`src/rtl/pfd_pkg.sv`:
```
`timescale 1ns/1ps
// Shared types for the phase-frequency detector.
package pfd_pkg;
    // Number of compared edge streams (reference, oscillator).
    localparam int unsigned SIDES = 2;
    localparam int unsigned SIDE_REF = 0;
    localparam int unsigned SIDE_VCO = 1;

    // Drive state of the single-ended error output.
    typedef enum logic [1:0] {
        SE_FLOAT = 2'b00,
        SE_HIGH  = 2'b11,
        SE_LOW   = 2'b10
    } se_mode_e;
endpackage

```
`src/rtl/pfd_edge_flag.sv`:
```
`timescale 1ns/1ps
// Sticky edge flag for one input stream.
// Sets on an edge pulse and holds until the shared clear request.
// An edge arriving in the clearing cycle wins, so no event is dropped.
// Assumes edge pulses are synchronous to clk and one cycle wide.
module pfd_edge_flag (
    input  logic clk,
    input  logic rst_n,
    input  logic edge_in,
    input  logic clr_req,
    output logic flag_q
);
    // Flag register: reset, clear-with-priority-to-new-edge, or sticky set.
    always_ff @(posedge clk) begin
        if (!rst_n)
            flag_q <= 1'b0;
        else if (clr_req)
            flag_q <= edge_in;
        else
            flag_q <= flag_q | edge_in;
    end
endmodule

```
`src/rtl/pfd_error_encode.sv`:
```
`timescale 1ns/1ps
// Maps the up/down flag pair onto both error output forms.
// Single-ended output is driven only when exactly one flag is set.
// Inputs are register outputs, so the outputs here are glitch-free.
module pfd_error_encode
    import pfd_pkg::*;
(
    input  logic     up_q,
    input  logic     dn_q,
    output se_mode_e se_mode,
    output logic     ref_err_n,
    output logic     vco_err_n
);
    // Select single-ended drive state from the flag pair.
    always_comb begin
        unique case ({up_q, dn_q})
            2'b10:   se_mode = SE_HIGH;
            2'b01:   se_mode = SE_LOW;
            default: se_mode = SE_FLOAT;
        endcase
    end

    // Double-ended pair is the inverted flag state.
    always_comb begin
        ref_err_n = ~up_q;
        vco_err_n = ~dn_q;
    end
endmodule

```
`src/rtl/pfd_lock_flag.sv`:
```
`timescale 1ns/1ps
// Registered lock indicator.
// Goes low for each cycle after one in which the flags disagree.
// Assumes flag inputs are register outputs in the same clock domain.
module pfd_lock_flag (
    input  logic clk,
    input  logic rst_n,
    input  logic up_q,
    input  logic dn_q,
    output logic lock_q
);
    // Lock register: deasserted in reset, else high when flags agree.
    always_ff @(posedge clk) begin
        if (!rst_n)
            lock_q <= 1'b0;
        else
            lock_q <= ~(up_q ^ dn_q);
    end
endmodule

```
`src/rtl/pfd_tristate.sv`:
```
`timescale 1ns/1ps
// Phase-frequency detector top.
// Compares reference and oscillator edge pulses using two sticky flags,
// cleared together one cycle after both are set (one-cycle coincident
// pulse). Reports the error as a three-state single-ended output
// (enable + level), an active-low pair and a registered lock flag.
// Assumes both inputs are one-cycle pulses synchronous to clk.
module pfd_tristate
    import pfd_pkg::*;
(
    input  logic clk,
    input  logic rst_n,
    input  logic ref_edge,
    input  logic vco_edge,
    output logic drv_en,
    output logic drv_lvl,
    output logic ref_err_n,
    output logic vco_err_n,
    output logic lock_ok
);
    logic [SIDES-1:0] edge_vec;
    logic [SIDES-1:0] flag_vec;
    logic             clr_req;
    se_mode_e         se_mode;

    // Gather inputs into a per-side vector.
    always_comb begin
        edge_vec[SIDE_REF] = ref_edge;
        edge_vec[SIDE_VCO] = vco_edge;
    end

    // Both flags seen set: clear them on the next edge.
    always_comb clr_req = &flag_vec;

    // One sticky flag per compared stream.
    for (genvar s = 0; s < SIDES; s++) begin : g_side
        pfd_edge_flag u_flag (
            .clk     (clk),
            .rst_n   (rst_n),
            .edge_in (edge_vec[s]),
            .clr_req (clr_req),
            .flag_q  (flag_vec[s])
        );
    end

    pfd_error_encode u_enc (
        .up_q      (flag_vec[SIDE_REF]),
        .dn_q      (flag_vec[SIDE_VCO]),
        .se_mode   (se_mode),
        .ref_err_n (ref_err_n),
        .vco_err_n (vco_err_n)
    );

    pfd_lock_flag u_lock (
        .clk    (clk),
        .rst_n  (rst_n),
        .up_q   (flag_vec[SIDE_REF]),
        .dn_q   (flag_vec[SIDE_VCO]),
        .lock_q (lock_ok)
    );

    // Split the drive state into enable and level pins.
    always_comb begin
        drv_en  = se_mode[1];
        drv_lvl = se_mode[0];
    end
endmodule

```
`config.mk`:
```
export PLATFORM = sky130hd
export DESIGN_NAME = pfd_tristate
export DESIGN_NICKNAME = d
export VERILOG_FILES = /design/src/rtl/pfd_pkg.sv /design/src/rtl/pfd_edge_flag.sv /design/src/rtl/pfd_error_encode.sv /design/src/rtl/pfd_lock_flag.sv /design/src/rtl/pfd_tristate.sv
export SDC_FILE = /design/constraint.sdc
export NUM_CORES = 1
export LEC_CHECK = 0
export BUFFER_PORTS_ARGS = -buffer_cell sky130_fd_sc_hd__buf_2
export CELL_PAD_IN_SITES_DETAIL_PLACEMENT = 1
export CELL_PAD_IN_SITES_GLOBAL_PLACEMENT = 1
export CORE_AREA = 4 4 41 43
export DETAILED_ROUTE_END_ITERATION = 8
export DIE_AREA = 0 0 45 47
export PLACE_DENSITY_LB_ADDON = 0.1
export SYNTH_ARGS = -nofsm -noshare
export SYNTH_HDL_FRONTEND = slang
export SYNTH_SLANG_ARGS = --single-unit
```
`constraint.sdc`:
```
create_clock -name clk -period 0.8 [get_ports clk]
set_input_delay 0.04 -clock clk [delete_from_list [all_inputs] [get_ports clk]]
set_output_delay 0.04 -clock clk [all_outputs]
set_load 0.01 [all_outputs]
```
# Word level (Yosys, flattened, before mapping)
# Cells that the tools add are included.
[classes]
n_mul = 0
n_reduce_logical = 1
div_mod_pow = 0
n_bitwise = 6
eq_ne = 2
order_cmp = 0
shift = 0
n_addsub = 0
mux = 3
[op_table]
columns = ["cell", "count"]
rows = [
  ["$pmux 2 s2", 1],
  ["$not 1->1", 3],
  ["$eq 2x1->1 const B", 1],
  ["$eq 2x2->1 const B", 1],
  ["$mux 1", 2],
  ["$or 1x1->1", 2],
  ["$reduce_and 2->1", 1],
  ["$xor 1x1->1", 1],
]
[totals]
romBits = 0
output_inout_bits = 5
ff_bits = 3
n_memories = 0
mem_bits_rw = 0
latch_bits = 0
elab_cells = 15

# Longest topological paths before layout
# Gate-level depths: netlist of the first run.
[logic_depth]
depth_word = 2
mapped_depth = 3
ltp_nobuf = 3

# By module
# Synthesis of the first run repeated with hierarchy kept, for this count alone.
[hier_totals]
cells_unflattened = 14
hier_area_um2 = 147.6
[by_module_without_submodules]
columns = ["module", "cells_per_inst", "instances", "area_per_inst_um2"]
rows = [
  ["pfd_edge_flag", 3, 2, 41.3],
  ["pfd_lock_flag", 3, 1, 35.0],
  ["pfd_error_encode", 4, 1, 23.8],
  ["pfd_tristate", 1, 1, 6.3],
]

# Worst setup path after synthesis of the first run
# OpenSTA, ideal clock, no wires.
[synth_timing]
path_type = "reg-to-reg"
from = "register g_side[1].u_flag.flag_q"
to = "register u_lock.lock_q"
arrival_ps = 802
stages_incl_launch_ff = 4
t_required_ps = 685
path_slack_ps = -117
cell_sequence = "dfxtp_1 -> inv_1 -> ha_1 -> and2_1"
[synth_via]
elab_chain_cells = 2
[synth_lines]
columns = ["item", "line_no", "source"]
rows = [
  ["start, declared", "pfd_edge_flag.sv:11", "output logic flag_q"],
  ["start signal, assigned", "pfd_edge_flag.sv:18", "flag_q <= edge_in;"],
  ["start signal, assigned", "pfd_edge_flag.sv:20", "flag_q <= flag_q | edge_in;"],
  ["$xor 1x1->1", "pfd_lock_flag.sv:17", "lock_q <= ~(up_q ^ dn_q);"],
  ["$not 1->1", "pfd_lock_flag.sv:17", ""],
  ["end signal, assigned", "pfd_lock_flag.sv:17", ""],
  ["end, declared", "pfd_lock_flag.sv:10", "output logic lock_q"],
]
# Every way passes these cells.
# A chain may end at the register's enable or synchronous reset.

# Final worst setup path of the first run
[layout_timing]
from = "register g_side[1].u_flag.flag_q"
to = "output drv_en"
[layout_via]
elab_chain_cells = 2
word_cells_on_any_way = 3
[layout_lines]
columns = ["item", "line_no", "source"]
rows = [
  ["$eq 2x1->1 / $eq 2x2->1 (equally long branches)", "pfd_error_encode.sv:16", "unique case ({up_q, dn_q})"],
  ["$pmux 2 s2 (*)", "pfd_error_encode.sv:16", ""],
  ["end, declared", "pfd_tristate.sv:15", "output logic drv_en,"],
]
# Every way passes the cells marked *; elsewhere a longest branch is shown, timed or not.

==> results.cfg, run 1 <==
[synth]
postSynthNetCount = 19
netlist_area_sq_um = 130
ys_top_cells_by_area = sky130_fd_sc_hd__dfxtp_1, sky130_fd_sc_hd__ha_1, sky130_fd_sc_hd__o21a_1
synth.top_cell.area_share_pct = 46.2
largest_area_contributor_in_the_netlist = sky130_fd_sc_hd__dfxtp_1
synthesis.instances = 13
synth.avg_cell_area_sq_um = 10.0
synth_seq_cells = 3
synth_warnings = 0
synth.yosys.seq_area_share_pct = 46.2
yosys.cell_types.count = 6

[sta]
min_period_over_period_pct = 131
fmax_mhz = 951
finalSetupViolations = 6
finClkSkew_ns = 0.00155
totalNegativeSetupSlack_ns = -0.710
report.final.slew_viol_count = 0
min_period_ns = 1.05
tightestPinTransition_ns = 0.103
slew-limit-headroom_pct = 93.1
layout_setup_ws_ns = -0.252
final-hold-violation-count = 0
rsz0062_at_grt = yes

[final_layout]
drive_gt1_share_pct = 74.1
insertedDiodeCount = 0
fillerInstances = 159
post-route-cell-area_sq_um = 275
post-route-util_pct = 21.2
fin_cells = 42
final_nets = 34
area_growth_syn_to_layout_pct = 112

[setup_path]
worstSetupStartpointType = flip-flop
setup.worst_path.end_class = output pin
arrival_ns = 1.01
max_stage_delay_ns = 0.34
endpoint = drv_en
logic_depth_of_the_worst_register_to_register_path = 4
type_of_the_worst_setup_path = reg2out
max_fo_critical_path = 3
cp_cell_sequence = inv_2 -> ha_4 -> inv_2 -> buf_6
regToRegStartpoint = g_side[1].u_flag.flag_q$_SDFF_PN0_
critPathLaunch = g_side[1].u_flag.flag_q$_SDFF_PN0_
worst_path_max_delay_cell = sky130_fd_sc_hd__dfxtp_2
cpMostUsedCell = sky130_fd_sc_hd__inv_2
critical_path_required_ns = 0.76
worst_r2r_endpoint = u_lock.lock_q$_SDFF_PN0_
rrSetupSlack_ns = -0.14

[drt]
final_antenna_net_count = 0
first_pass_iters = 2
initialDrtViolationCount = 2
via_count = 129
wl_per_cell_um = 8.62
final_wl_um = 362
post-route-drc-count = 0
post_drt_via_cell_ratio = 3.07

[floorplan]
die_width_um = 45
die_height_um = 47
placeableCoreArea_sq_um = 1300
initial_core_util_pct = 10.0
io_pins = 9
dieArea_sq_um = 2120
fp-row-count = 13

[power]
power.sequential.fraction_pct = 30.7
intPower_mw = 0.431
p_sw_share_pct = 23.8
switching_power_summed_over_all_nets_mw = 0.135
static-leakage-power_nw = 0.133
power.density_nw_per_um2 = 2060
power.combinational.fraction_pct = 22.6
max-vdd-ir-drop_v = 0.000654
clkPwrFrac_pct = 46.6

[placement]
buffer_ports.inserted = 8
detailed_place.area_sq_um = 211
final_estimated_routing_congestion_in_global_placement = 0.558
place_inst = 37

[cts]
clockRootBuffer = sky130_fd_sc_hd__clkbuf_4
clock-sinks = 3
cts_htree_levels = 1
cts_hold_repair.buffers = 0
numCtsBuffers = 3
clkSlewWorstSetupHoldPaths_ns = 0.04
clockBufferDepth = 2
clock_tree_from_tritoncts = done
clkLatencyLatePin_ns = 0.23

[job]
max-cap-violations = 0

[grt]
antenna_found_initial = 0
grt_max_degree = 5
via_count_of_the_first_global_routing_pass = 159
grt.overflow.total = 0
globalRouteTotalUtil_pct = 4.96
grt_first_pass_wirelength_um = 614

[status]
outcome = complete, but fails checks
failed_checks = negative setup slack

[min_path]
tightest_hold_check_type = in2reg
## state kept, by name, indices dropped and copies added, names as in the netlist
register and cells:
g_side.u_flag.flag_q 2, u_lock.lock_q 1
## through the flow
stage               setup WS, ns  power, mW  hold WS (ns)
floorplan                -0.0206      0.223         0.157
global placement         -0.0641      0.265         0.251
detailed placement       -0.0596      0.265         0.255
CTS                       -0.273      0.589        0.0131
global route              -0.303      0.615        0.0313
finish                    -0.252      0.566        0.0230
## cell type report
cell class	count	area [sq um]	area share (%)
tap	15	18.8	6.82
clock buffer	4	26.3	9.55
multi-input combinational	7	73.8	26.8
inverter	3	11.3	4.09
timing repair buffer	10	80.1	29.1
sequential	3	65.1	23.6
## power groups by stage
stage / sequential, mW / combinational, mW / clock [mW]
after floorplan: 0.178 / 0.0442 / 0
after global placement: 0.177 / 0.0875 / 0
after detailed placement: 0.177 / 0.0878 / 0
after CTS: 0.174 / 0.132 / 0.282
after global routing: 0.176 / 0.140 / 0.300
final: 0.174 / 0.128 / 0.264
## worst max-delay path, delay by kind of cell (launching register included)
family,cells,cell delay [ns]
buffers and inverters,3,0.18
adders and majority gates,1,0.26
DFF,1,0.34
## worst min path at each step
stage               startpoint                                 end  slack (ns)  cells past startpoint
finish                vco_edge  g_side[1].u_flag.flag_q$_SDFF_PN0_        0.02                      2
global placement      vco_edge  g_side[1].u_flag.flag_q$_SDFF_PN0_        0.25                      2
detailed placement    vco_edge  g_side[1].u_flag.flag_q$_SDFF_PN0_        0.26                      2
global route          ref_edge  g_side[0].u_flag.flag_q$_SDFF_PN0_        0.03                      2
CTS                   ref_edge  g_side[0].u_flag.flag_q$_SDFF_PN0_        0.01                      2
floorplan                rst_n  g_side[0].u_flag.flag_q$_SDFF_PN0_        0.16                      1
## layout by cell type (no fill, tap or decap)
cell type / netlist / routed
sky130_fd_sc_hd__buf_2: 0 / 4
sky130_fd_sc_hd__buf_6: 0 / 4
sky130_fd_sc_hd__inv_2: 0 / 3
sky130_fd_sc_hd__clkbuf_4: 0 / 3
sky130_fd_sc_hd__nor2b_1: 2 / 2
sky130_fd_sc_hd__o21a_1: 2 / 2
sky130_fd_sc_hd__buf_4: 0 / 2
sky130_fd_sc_hd__and2_4: 0 / 1
sky130_fd_sc_hd__ha_4: 0 / 1
sky130_fd_sc_hd__ha_1: 2 / 1
sky130_fd_sc_hd__clkbuf_1: 0 / 1
sky130_fd_sc_hd__dfxtp_4: 0 / 1
sky130_fd_sc_hd__dfxtp_2: 0 / 1
sky130_fd_sc_hd__dfxtp_1: 3 / 1
## cells by family after synthesis
| group | synth area share (%) |
|---|---|
| AO/OA/AOI/OAI | 11.5 |
| AND/OR/NAND/NOR | 14.4 |
| buffers and inverters | 8.65 |
| flip-flops | 46.2 |
| adder cells (fa/ha/maj) | 19.2 |
## per-layer routing
| layer | part of all wire [%] | vias up | GRT usage (%) |
|---|---|---|---|
| met2 | 59 | 4 | 7.06 |
| met5 | 0 | - | 0 |
| li1 | - | 66 | - |
| met4 | 0 | 0 | 5.26 |
| met3 | 7.7 | 0 | 4.98 |
| met1 | 33 | 59 | 3.60 |
## synthesized netlist by cell type
library cell / n
sky130_fd_sc_hd__ha_1: 2
sky130_fd_sc_hd__inv_1: 3
sky130_fd_sc_hd__nor2b_1: 2
sky130_fd_sc_hd__dfxtp_1: 3
sky130_fd_sc_hd__and2_1: 1
sky130_fd_sc_hd__o21a_1: 2
## repair_timing
action	CTS	global route
endpoints found under the setup margin	7	7
buffers inserted	1	0
pin swaps	1	1
gates resized for setup	8	0
(Power assumes the default switching activity.)
==> run 2: changes to the inputs <==
--- a/config.mk
+++ b/config.mk
@@ -11,6 +11,7 @@
 export CORE_AREA = 4 4 41 43
 export DETAILED_ROUTE_END_ITERATION = 8
 export DIE_AREA = 0 0 45 47
+export HOLD_SLACK_MARGIN = 0.15
 export PLACE_DENSITY_LB_ADDON = 0.1
 export SYNTH_ARGS = -nofsm -noshare
 export SYNTH_HDL_FRONTEND = slang
==> run 2 against run 1 <==
The flow still finishes with violations (negative setup slack). Critical path type unchanged. Register-to-register slack about the same. Setup slack about the same. Wire length increased by 11%. Sequential share of layout area decreased by 2.3 points. Critical path depth unchanged. Sequential cell count unchanged. Via count increased by 7.8%. Clock power about the same.
==> results.cfg, run 2 (synthesis results as in run 1) <==
[drt]
final_wl_um = 403
first_pass_iters = 2
final_antenna_net_count = 0
initialDrtViolationCount = 2
post_drt_via_cell_ratio = 3.09
via_count = 139
post-route-drc-count = 0
wl_per_cell_um = 8.96

[grt]
globalRouteTotalUtil_pct = 5.35
global_routing_met1_resource_utilization_pct = 4.05
grt_use_met3_pct = 4.60
global_route.usage.met2_pct = 8.19
grt_busiest_layer = met2
via_count_of_the_first_global_routing_pass = 171
antenna_found_initial = 0
grt_first_pass_wirelength_um = 669
grt.overflow.total = 0
grt_max_degree = 5

[job]
max-cap-violations = 0

[power]
p_sw_share_pct = 23.7
power.density_nw_per_um2 = 1890
static-leakage-power_nw = 0.146
power.sequential.fraction_pct = 30.1
max-vdd-ir-drop_v = 0.000660
power.combinational.fraction_pct = 24.2
intPower_mw = 0.441
switching_power_summed_over_all_nets_mw = 0.137
clkPwrFrac_pct = 45.7

[placement]
final_estimated_routing_congestion_in_global_placement = 0.558
detailed_place.area_sq_um = 211
place_inst = 37
dpl_worst_slack_ns = -0.0596
buffer_ports.inserted = 8

[sta]
tightestPinTransition_ns = 0.103
report.final.slew_viol_count = 0
finalSetupViolations = 6
rsz0062_at_grt = yes
slew-limit-headroom_pct = 93.1
totalNegativeSetupSlack_ns = -0.710
min_period_over_period_pct = 131
min_period_ns = 1.05
final-hold-violation-count = 0
finClkSkew_ns = 0.00155
layout_setup_ws_ns = -0.252
fmax_mhz = 951

[status]
outcome = complete, but fails checks
failed_checks = negative setup slack

[final_layout]
area_growth_syn_to_layout_pct = 135
post-route-util_pct = 23.5
most_flop_heavy_register = g_side.u_flag.flag_q
drive_gt1_share_pct = 66.7
final_nets = 37
largest_register_ffs = 2
post-route-cell-area_sq_um = 305
commonest_non_fill_non_tap_cells_in_the_layout = sky130_fd_sc_hd__buf_2, sky130_fd_sc_hd__buf_6, sky130_fd_sc_hd__inv_2, sky130_fd_sc_hd__clkbuf_4, sky130_fd_sc_hd__dlygate4sd3_1
fin_cells = 45
fillerInstances = 161
insertedDiodeCount = 0
reg_top3 = g_side.u_flag.flag_q: 2 flops, u_lock.lock_q: 1 flops

[cts]
clock-sinks = 3
clock_tree_from_tritoncts = done
clockRootBuffer = sky130_fd_sc_hd__clkbuf_4
clkSlewWorstSetupHoldPaths_ns = 0.04
cts_htree_levels = 1
clockBufferDepth = 2
numCtsBuffers = 3
clkLatencyLatePin_ns = 0.23

[setup_path]
type_of_the_worst_setup_path = reg2out
rrSetupSlack_ns = -0.14
critical_path_required_ns = 0.76
arrival_ns = 1.01
setup.worst_path.end_class = output pin
worstSetupStartpointType = flip-flop
max_fo_critical_path = 3

[floorplan]
fp-row-count = 13
io_pins = 9
die_height_um = 47
dieArea_sq_um = 2120
placeableCoreArea_sq_um = 1300
die_width_um = 45
initial_core_util_pct = 10.0

[min_path]
tightest_hold_check_type = in2reg
==> run 2: timing repair <==
action                                  4_1_cts  5_1_grt
endpoints found under the setup margin        7        7
hold buffers                                  3        0
pin swaps                                     1        1
hold endpoints to repair                      3        0
buffers inserted                              1        0
gates resized for setup                       8        0
==> run 2: metrics by stage <==
| stage | hold slack, ns | total power, mW |
|---|---|---|
| floorplan | 0.157 | 0.223 |
| global placement | 0.251 | 0.265 |
| detailed placement | 0.255 | 0.265 |
| CTS | 0.549 | 0.600 |
| global route | 0.589 | 0.628 |
| finish | 0.570 | 0.578 |
==> run 2: path summary, 6_finish.rpt <==
path / end / startpoint / cells past startpoint
worst max-delay path: drv_en / g_side[1].u_flag.flag_q$_SDFF_PN0_ / 4
worst min-delay path: g_side[1].u_flag.flag_q$_SDFF_PN0_ / vco_edge / 3
worst max register to register: u_lock.lock_q$_SDFF_PN0_ / g_side[1].u_flag.flag_q$_SDFF_PN0_ / 4
worst min register to register: g_side[1].u_flag.flag_q$_SDFF_PN0_ / g_side[1].u_flag.flag_q$_SDFF_PN0_ / 2
==> run 2: power groups by stage <==
stage               Sequential (mW)  Combinational (mW)  Clock, mW
floorplan                     0.178              0.0442          0
global placement              0.177              0.0875          0
detailed placement            0.177              0.0878          0
CTS                           0.174               0.144      0.282
global route                  0.176               0.152      0.300
finish                        0.174               0.140      0.264
==> run 2: final cells by class <==
class	count	area [sq um]	share of cell area, %
tap	15	18.8	6.15
timing repair buffer	13	110	36.1
clock buffer	4	26.3	8.61
multi-input combinational	7	73.8	24.2
sequential	3	65.1	21.3
inverter	3	11.3	3.69
==> run 2: metal layers <==
layer / vias to the layer above / routed length [um]
li1: 72 / -
met3: 0 / 20
met4: 0 / 0
met2: 4 / 242
met1: 63 / 140
met5: - / 0
==> run 2: critical path, stage by stage (launching register included) <==
cell	delay, ns
sky130_fd_sc_hd__dfxtp_2	0.34
sky130_fd_sc_hd__inv_2	0.05
sky130_fd_sc_hd__ha_4	0.26
sky130_fd_sc_hd__inv_2	0.03
sky130_fd_sc_hd__buf_6	0.10
